$ cat config.mk
export PLATFORM = sky130hd
export DESIGN_NAME = link_reset_guard
export DESIGN_NICKNAME = d
export VERILOG_FILES = /design/src/rtl/lrg_pkg.sv /design/src/rtl/lrg_edge.sv /design/src/rtl/lrg_txrx.sv /design/src/rtl/lrg_node.sv /design/src/rtl/lrg_stat.sv /design/src/rtl/link_reset_guard.sv
export SDC_FILE = /design/constraint.sdc
export NUM_CORES = 1
export LEC_CHECK = 0
export BUFFER_PORTS_ARGS = -buffer_cell sky130_fd_sc_hd__buf_2
export CAP_MARGIN = 10
export CORE_UTILIZATION = 37
export CTS_CLUSTER_DIAMETER = 200
export CTS_CLUSTER_SIZE = 25
export DETAILED_ROUTE_END_ITERATION = 12
export PLACE_DENSITY = 0.73
export SYNTH_ARGS = -nofsm -noshare
export SYNTH_HDL_FRONTEND = slang
export SYNTH_HIERARCHICAL = 1
export SYNTH_SLANG_ARGS = --single-unit
$ cat constraint.sdc
create_clock -name clk -period 0.85 [get_ports clk]
set_clock_uncertainty 0.1 [all_clocks]
set_input_delay 0.0425 -clock clk [delete_from_list [all_inputs] [get_ports clk]]
set_output_delay 0.0425 -clock clk [all_outputs]
set_load 0.01 [all_outputs]
$ cat src/rtl/lrg_pkg.sv
// Shared definitions for the bus reset transmit guard.
// Assumes a 2-bit host register address.
package lrg_pkg;
    typedef enum logic [1:0] {
        REG_CTRL = 2'd0,
        REG_NODE = 2'd1,
        REG_STAT = 2'd2,
        REG_NONE = 2'd3
    } lrg_reg_e;

    localparam int CTRL_TX_BIT = 0;
    localparam int CTRL_RX_BIT = 1;
    localparam int STAT_RST_BIT = 0;
endpackage

$ cat src/rtl/lrg_edge.sv
// Rising edge detector for a synchronous level input.
// Assumes the level is already in the clk domain.
module lrg_edge (
    input  logic clk,
    input  logic rst_n,
    input  logic lvl_i,
    output logic rise_o
);
    logic prev_q;

    // Remember last cycle's level.
    always_ff @(posedge clk) begin
        if (!rst_n) prev_q <= 1'b0;
        else        prev_q <= lvl_i;
    end

    assign rise_o = lvl_i & ~prev_q;
endmodule

$ cat src/rtl/lrg_txrx.sv
// Transmit and receive enable registers.
// The transmitter is forced off while a bus reset is held. Only a host write turns it back on.
// Assumes ctrl_wr_i is already gated off during bus reset.
module lrg_txrx (
    input  logic clk,
    input  logic rst_n,
    input  logic bus_rst_i,
    input  logic ctrl_wr_i,
    input  logic tx_bit_i,
    input  logic rx_bit_i,
    output logic tx_en_o,
    output logic rx_en_o
);
    // Transmit enable: reset forces off, host write sets or clears.
    always_ff @(posedge clk) begin
        if (!rst_n)         tx_en_o <= 1'b0;
        else if (bus_rst_i) tx_en_o <= 1'b0;
        else if (ctrl_wr_i) tx_en_o <= tx_bit_i;
    end

    // Receive enable: only host writes change it.
    always_ff @(posedge clk) begin
        if (!rst_n)         rx_en_o <= 1'b1;
        else if (ctrl_wr_i) rx_en_o <= rx_bit_i;
    end
endmodule

$ cat src/rtl/lrg_node.sv
// Node ID register made of a host-owned bus number field and a PHY-owned physical ID field.
// Assumes id_ld_i is already qualified against the bus reset.
module lrg_node #(
    parameter int BUS_W = 10,
    parameter int PHY_W = 6,
    localparam int NODE_W = BUS_W + PHY_W
) (
    input  logic              clk,
    input  logic              rst_n,
    input  logic              bus_wr_i,
    input  logic [BUS_W-1:0]  bus_num_i,
    input  logic              id_ld_i,
    input  logic [PHY_W-1:0]  phy_id_i,
    output logic [NODE_W-1:0] node_id_o
);
    logic [BUS_W-1:0] bus_q;
    logic [PHY_W-1:0] phy_q;

    // Bus number: written by host only, kept across bus reset.
    always_ff @(posedge clk) begin
        if (!rst_n)        bus_q <= '1;
        else if (bus_wr_i) bus_q <= bus_num_i;
    end

    // Physical ID: loaded from the PHY report.
    always_ff @(posedge clk) begin
        if (!rst_n)       phy_q <= '1;
        else if (id_ld_i) phy_q <= phy_id_i;
    end

    assign node_id_o = {bus_q, phy_q};
endmodule

$ cat src/rtl/lrg_stat.sv
// Status flags and interrupt pulse.
// The set from a reset edge takes priority over a host write-1-to-clear in the same cycle.
// Assumes rise_i and id_ld_i are never high together (id_ld_i is gated by the reset level).
module lrg_stat (
    input  logic clk,
    input  logic rst_n,
    input  logic rise_i,
    input  logic clr_i,
    input  logic id_ld_i,
    output logic stat_rst_o,
    output logic stat_id_vld_o,
    output logic irq_o
);
    // Sticky reset flag: set wins over clear.
    always_ff @(posedge clk) begin
        if (!rst_n)      stat_rst_o <= 1'b0;
        else if (rise_i) stat_rst_o <= 1'b1;
        else if (clr_i)  stat_rst_o <= 1'b0;
    end

    // ID-valid flag: cleared by reset edge, set by accepted PHY report.
    always_ff @(posedge clk) begin
        if (!rst_n)       stat_id_vld_o <= 1'b0;
        else if (rise_i)  stat_id_vld_o <= 1'b0;
        else if (id_ld_i) stat_id_vld_o <= 1'b1;
    end

    // Interrupt: one pulse per event.
    always_ff @(posedge clk) begin
        if (!rst_n) irq_o <= 1'b0;
        else        irq_o <= rise_i | id_ld_i;
    end
endmodule

$ cat src/rtl/link_reset_guard.sv
// Top of the bus reset transmit guard.
// Decodes host writes, qualifies the PHY report and control writes against the bus reset,
// and connects the enable, node and status units.
// Assumes all inputs are synchronous to clk.
module link_reset_guard #(
    parameter int BUS_W = 10,
    parameter int PHY_W = 6,
    localparam int NODE_W = BUS_W + PHY_W
) (
    input  logic              clk,
    input  logic              rst_n,
    input  logic              bus_rst_i,
    input  logic              phy_id_vld_i,
    input  logic [PHY_W-1:0]  phy_id_i,
    input  logic              host_wr_i,
    input  logic [1:0]        host_addr_i,
    input  logic [NODE_W-1:0] host_wdata_i,
    output logic              tx_en_o,
    output logic              rx_en_o,
    output logic [NODE_W-1:0] node_id_o,
    output logic              stat_rst_o,
    output logic              stat_id_vld_o,
    output logic              irq_o
);
    import lrg_pkg::*;

    lrg_reg_e reg_sel;
    logic     ctrl_wr;
    logic     node_wr;
    logic     stat_clr;
    logic     id_ld;
    logic     rst_rise;
    logic     unused_wdata;

    // Write decode: control writes are dropped while the reset is held.
    assign reg_sel  = lrg_reg_e'(host_addr_i);
    assign ctrl_wr  = host_wr_i && (reg_sel == REG_CTRL) && !bus_rst_i;
    assign node_wr  = host_wr_i && (reg_sel == REG_NODE);
    assign stat_clr = host_wr_i && (reg_sel == REG_STAT) && host_wdata_i[STAT_RST_BIT];
    assign id_ld    = phy_id_vld_i && !bus_rst_i;
    assign unused_wdata = ^host_wdata_i[PHY_W-1:2];

    lrg_edge u_edge (
        .clk    (clk),
        .rst_n  (rst_n),
        .lvl_i  (bus_rst_i),
        .rise_o (rst_rise)
    );

    lrg_txrx u_txrx (
        .clk       (clk),
        .rst_n     (rst_n),
        .bus_rst_i (bus_rst_i),
        .ctrl_wr_i (ctrl_wr),
        .tx_bit_i  (host_wdata_i[CTRL_TX_BIT]),
        .rx_bit_i  (host_wdata_i[CTRL_RX_BIT]),
        .tx_en_o   (tx_en_o),
        .rx_en_o   (rx_en_o)
    );

    lrg_node #(.BUS_W(BUS_W), .PHY_W(PHY_W)) u_node (
        .clk       (clk),
        .rst_n     (rst_n),
        .bus_wr_i  (node_wr),
        .bus_num_i (host_wdata_i[NODE_W-1:PHY_W]),
        .id_ld_i   (id_ld),
        .phy_id_i  (phy_id_i),
        .node_id_o (node_id_o)
    );

    lrg_stat u_stat (
        .clk           (clk),
        .rst_n         (rst_n),
        .rise_i        (rst_rise),
        .clr_i         (stat_clr),
        .id_ld_i       (id_ld),
        .stat_rst_o    (stat_rst_o),
        .stat_id_vld_o (stat_id_vld_o),
        .irq_o         (irq_o)
    );
endmodule

==> flow_summary_export.csv, run 1 <==
group,metric,value,unit
cts,clk_latency,290,ps
setup_path,r2r_end,"u_node/bus_q[2]",
logic_synthesis,synth_top_area_cell,"dfxtp_1",
sta,clock.fmax,1.08,GHz
worst_hold_path,hp-class,"in2reg",
logic_synthesis,synth_cell_types,15,
logic_synthesis,synth_ff_type,"dfxtp_1",
setup_path,critical_path_class,"in2reg",
sta,hold_viol_final,1,
sta,maxSlewViolCount,0,
cts,cts_buffers,3,
logic_synthesis,synthesis.area,837,um2
cts,root_buffer,"clkbuf_4",
worst_hold_path,holdPathEnd,"u_txrx/tx_en_o",
logic_synthesis,netlist.area_leader.share,52.6,%
place,dp_slack,-204,ps
logic_synthesis,yosysSeqAreaShare,52.6,%
sta,worst_pin_slew,256,ps
sta,relSlewSlack,82.9,%
logic_synthesis,synth_async_sr_flop_share,0,%
floorplan,fp-row-count,16,
cts,clk_pin_slew,110,ps
routing,avgViaCountPerCell,4.46,
setup_path,reg2reg_depth,3,
sta,holdWs,-25.9,ps
logic_synthesis,syn_inst,73,
global_routing,overflow,0,
cells_and_area,utilization,74.3,%
routing,ant_nets,0,
routing,wire_per_inst,12.7,um
cells_and_area,diodes,0,
setup_path,start_kind,"input port",
floorplan,die_h,49.6,um
power_and_ir_drop,power.static_leakage,0.000665,uW
power_and_ir_drop,power.density,1300,nW/um2
setup_path,reg2reg_from,"u_node/bus_q[2]",
floorplan,start_util,41.0,%
logic_synthesis,syn-num-nets,102,
cells_and_area,nets,174,
cells_and_area,fin_cells,170,
floorplan,die-area,2460,um2
cts,cts_max_level,1,
place,placed_cells,146,
sta,postLayoutSetupSlackWorst,-76.0,ps
global_routing,first_global_vias,736,
cells_and_area,drive_gt1_share,55.9,%
cts,cts_buffer_depth,2,
worst_hold_path,min_from,"bus_rst_i",
setup_path,reg2reg_slack,10,ps
floorplan,core,2040,um2
setup_path,end_kind,"flip-flop",
sta,period_minus_slack,926,ps
cts,cts.sinks,22,
status,violations,"negative hold slack, negative setup slack",
sta,rsz0062_at_grt,"yes",
setup_path,path_max_fanout,14,
routing,drc_errors,0,
setup_path,required,940,ps
logic_synthesis,synth.area.top_cells,"dfxtp_1 53%, mux2i_1 22%, nand2_1 7.6%",
global_routing,grt_max_degree,15,
global_routing,grt_usage,18.3,%
logic_synthesis,synth_common_cells,"22 x dfxtp_1, 18 x mux2i_1, 17 x nand2_1",
logic_synthesis,synth.avg_cell_area,11.5,um2
power_and_ir_drop,ir_worst_vdd,0.943,mV
status,run_status,"finished, violations left",
sta,finalSetupTns,-1650,ps
cells_and_area,syn_to_final_growth,81.2,%
floorplan,die_w,49.6,um
global_routing,antenna_found_initial,0,
logic_synthesis,ys_warn_count,6,
logic_synthesis,synth_most_common_cell,"dfxtp_1",
place,port_buffers,45,
floorplan,io_pins,50,
routing,drt_iter0_markers,15,
place,hpwl,1.29,mm
routing,drtPass1Iterations,4,
setup_path,arrival,1020,ps
sta,setup_viol,38,
logic_synthesis,ys_ff_latch,22,
routing,vias,759,
global_routing,grt_pass1_wl,3.35,mm
job,drv_cap,0,
place,gp_congestion,0.645,
worst_hold_path,whs_path_depth,3,
cts,cts_tree,"done",
routing,wirelength,2.15,mm
logic_synthesis,synth-edff-count,0,
sta,post-route-period-util,109,%
routing by layer:
metal,up-vias,wire (um),GRT usage [%]
met3,2,99,2.78
met1,345,870,20.3
li1,386,-,-
met5,-,0,0
met4,0,19,8.57
met2,26,1170,33.6
per-stage QoR:
stage          power [uW]  area (um2)
5_1_grt              2080        1520
3_3_place_gp         1390        1130
2_1_floorplan        1260         846
3_5_place_dp         1400        1130
6_report             1960        1520
4_1_cts              1970        1490
cell type report:
| class | instances | area (um2) |
|---|---|---|
| clock buffers | 3 | 22.5 |
| fillers | 164 | 526 |
| multi-input cells | 47 | 370 |
| flip-flops and latches | 22 | 465 |
| well taps | 27 | 33.8 |
| repair buffers | 71 | 624 |
worst max-delay path, stage by stage:
cell           delay (ps)
buf_2                  90
dlygate4sd3_1         650
buf_12                160
nand2_1                70
worst max-delay path by stage:
stage / slack, ps / from / cells after the start / end
after global placement: -200 / bus_rst_i / 4 / u_txrx/tx_en_o
after floorplan: -9 / bus_rst_i / 3 / u_txrx/tx_en_o
after global routing: -90 / u_txrx/rx_en_o / 1 / rx_en_o
after detailed placement: -200 / host_addr_i[1] / 5 / u_node/bus_q[1]
after CTS: -60 / u_node/phy_q[1] / 1 / node_id_o[1]
final: -80 / rst_n / 4 / u_node/phy_q[1]
flip-flops by register name, summed over array words and instances, names as in the netlist:
| signal | flops |
|---|---|
| u_stat/stat_rst_o | 1 |
| u_stat/stat_id_vld_o | 1 |
| u_node/phy_q | 6 |
| u_edge/prev_q | 1 |
| u_stat/irq_o | 1 |
| u_node/bus_q | 10 |
| u_txrx/tx_en_o | 1 |
| u_txrx/rx_en_o | 1 |
cells by family (layout without fill, tap and decap cells):
kind of cell | Yosys count | in the layout | share of synthesized area [%]
AO/OA/AOI/OAI | 2 | 2 | 1.79
multiplexers | 18 | 18 | 21.5
flip-flops | 22 | 22 | 52.6
buffers and inverters | 4 | 74 | 4.18
AND/OR/NAND/NOR | 27 | 27 | 19.9
cell usage in the layout, fill, tap and decap left out:
cell            count
and2_1              1
and3b_1             1
nor2_1              1
clkbuf_4            3
o21a_1              2
nor4b_4             1
dlymetal6s4s_1      1
buf_6              21
mux2i_1            18
nor3b_2             2
buf_4               4
buf_2              25
dfxtp_1             2
dfxtp_2            20
and4b_1             1
nor2b_4             2
dlygate4sd3_1      18
nand2_1            17
nor2b_1             1
buf_12              2
power breakdown:
group          switching, uW  leakage, uW  internal, uW
Clock                    288    0.0000138           165
Sequential              29.8     0.000174          1080
Combinational            142     0.000477           257
Total                    460     0.000665          1500
repair_timing:
item                                   CTS  global route
setup endpoints to repair               21            23
pin swaps                                0             2
resized for setup                       40             2
setup buffers                            0             2
hold buffers                            18             1
cloned                                   0             0
endpoints found under the hold margin   20            13
(Power assumes the default switching activity.)
==> inputs of run 2 (changes only) <==
--- a/config.mk
+++ b/config.mk
@@ -11,6 +11,7 @@
 export CTS_CLUSTER_DIAMETER = 200
 export CTS_CLUSTER_SIZE = 25
 export DETAILED_ROUTE_END_ITERATION = 12
+export MAX_ROUTING_LAYER = met4
 export PLACE_DENSITY = 0.73
 export SYNTH_ARGS = -nofsm -noshare
 export SYNTH_HDL_FRONTEND = slang
==> flow_summary_export.csv, run 2 (synthesized netlist as in run 1, its figures left out) <==
group,metric,value,unit
setup_path,r2r_end,"u_node/bus_q[2]",
setup_path,required,940,ps
cts,cts_tree,"done",
cells_and_area,utilization,74.3,%
setup_path,arrival,1020,ps
cells_and_area,largest_register_ffs,10,
floorplan,die_w,49.6,um
global_routing,grt_max_degree,15,
sta,worst_pin_slew,256,ps
global_routing,grt_pass1_wl,3.35,mm
cts,root_buffer,"clkbuf_4",
job,drv_cap,0,
routing,vias,759,
global_routing,gr-usage-met1,20.3,%
routing,wirelength,2.16,mm
power_and_ir_drop,power.density,1300,nW/um2
sta,maxSlewViolCount,0,
cts,clk_pin_slew,110,ps
worst_hold_path,whs_path_depth,3,
cts,cts_buffers,3,
setup_path,critical_path_class,"in2reg",
floorplan,die_h,49.6,um
routing,ant_nets,0,
cells_and_area,drive_gt1_share,55.9,%
routing,drtPass1Iterations,4,
sta,clock.fmax,1.07,GHz
sta,relSlewSlack,82.9,%
floorplan,start_util,41.0,%
global_routing,antenna_found_initial,0,
cells_and_area,diodes,0,
worst_hold_path,hp-class,"in2reg",
floorplan,core,2040,um2
setup_path,reg2reg_from,"u_node/bus_q[2]",
cells_and_area,top_regs,"u_node/bus_q: 10 flops, u_node/phy_q: 6 flops",
sta,holdWs,-26.3,ps
setup_path,cp_top_family,"buffers and inverters",
global_routing,first_global_vias,734,
setup_path,start_kind,"input port",
global_routing,use_met2,33.6,%
floorplan,fp-row-count,16,
sta,hold_viol_final,1,
cts,clk_latency,290,ps
setup_path,cp_cell_sequence,"buf_2 -> dlygate4sd3_1 -> buf_12 -> nand2_1",
sta,period_minus_slack,932,ps
setup_path,critPathSlowestCell,"dlygate4sd3_1",
routing,avgViaCountPerCell,4.46,
sta,setup_viol,38,
sta,postLayoutSetupSlackWorst,-82.3,ps
setup_path,end_kind,"flip-flop",
place,hpwl,1.29,mm
place,gp_congestion,0.651,
cts,cts_buffer_depth,2,
sta,rsz0062_at_grt,"yes",
sta,post-route-period-util,110,%
cells_and_area,nets,174,
worst_hold_path,min_from,"bus_rst_i",
cells_and_area,top_register,"u_node/bus_q",
setup_path,reg2reg_depth,3,
global_routing,top_usage_layer,"met2",
setup_path,worst-path-stages,4,
cells_and_area,syn_to_final_growth,81.2,%
setup_path,reg2reg_slack,10,ps
cells_and_area,final_cell_mix,"25 x buf_2, 21 x buf_6, 20 x dfxtp_2",
routing,wire_per_inst,12.7,um
floorplan,die-area,2460,um2
cts,cts.sinks,22,
cts,cts_max_level,1,
status,run_status,"finished, violations left",
status,violations,"negative hold slack, negative setup slack",
setup_path,worst-path-buf-inv,3,
setup_path,path_max_fanout,14,
power_and_ir_drop,ir_worst_vdd,0.944,mV
global_routing,grt_usage,18.8,%
floorplan,io_pins,50,
place,port_buffers,45,
setup_path,critical-path-max-stage-delay,660,ps
global_routing,use_met3,2.78,%
power_and_ir_drop,power.static_leakage,0.000665,uW
global_routing,overflow,0,
routing,drc_errors,0,
cells_and_area,mostFrequentLayoutCell,"buf_2",
sta,finalSetupTns,-1760,ps
worst_hold_path,holdPathEnd,"u_txrx/tx_en_o",
routing,drt_iter0_markers,15,
[run 2: cell counts in the layout (fill, tap and decap cells not counted)]
No cell type changed its count.
[run 2: worst min-delay path, delay by kind of cell]
| kind | cells | cell delay (ps) |
|---|---|---|
| buffers and inverters | 2 | 270 |
| and+or+nand+nor | 1 | 30 |
[run 2: layout make-up]
| class | count | area [um2] |
|---|---|---|
| flip-flops and latches | 22 | 465 |
| fillers | 164 | 526 |
| clock buffers | 3 | 22.5 |
| well taps | 27 | 33.8 |
| multi-input cells | 47 | 370 |
| repair buffers | 71 | 624 |
[run 2: power by group]
part	internal (uW)	switching, uW
Clock	165	290
Sequential	1080	29.7
Combinational	257	142
[run 2: timing repair]
action                                 CTS  global route
endpoints found under the hold margin   20            13
setup endpoints to repair               21            23
setup buffers                            0             2
gates resized for setup                 40             2
pin swaps                                0             2
hold buffers                            18             1
[run 2: worst max path at each step]
stage                    startpoint         endpoint  slack [ps]
global placement          bus_rst_i   u_txrx/tx_en_o        -200
floorplan                 bus_rst_i   u_txrx/tx_en_o          -9
finish                        rst_n  u_node/phy_q[1]         -80
global route         u_txrx/rx_en_o          rx_en_o         -90
detailed placement   host_addr_i[1]  u_node/bus_q[1]        -200
CTS                 u_node/phy_q[1]     node_id_o[1]         -60
[run 2: routing by layer]
layer	routed length, um	part of all wire (%)	vias to the layer above
met5	0	0	-
met2	1170	54	26
met3	96	4.4	2
met1	873	40	345
met4	22	1.0	0
li1	-	-	386
[run 2: metrics by stage]
step	instance area, um2	worst slack [ps]	power [uW]	cells
after floorplan	846	-8.71	1260	73
after global placement	1130	-201	1390	146
after detailed placement	1130	-204	1400	146
after CTS	1490	-59.6	1970	167
after global routing	1520	-93.4	2080	170
final	1520	-82.3	1970	170
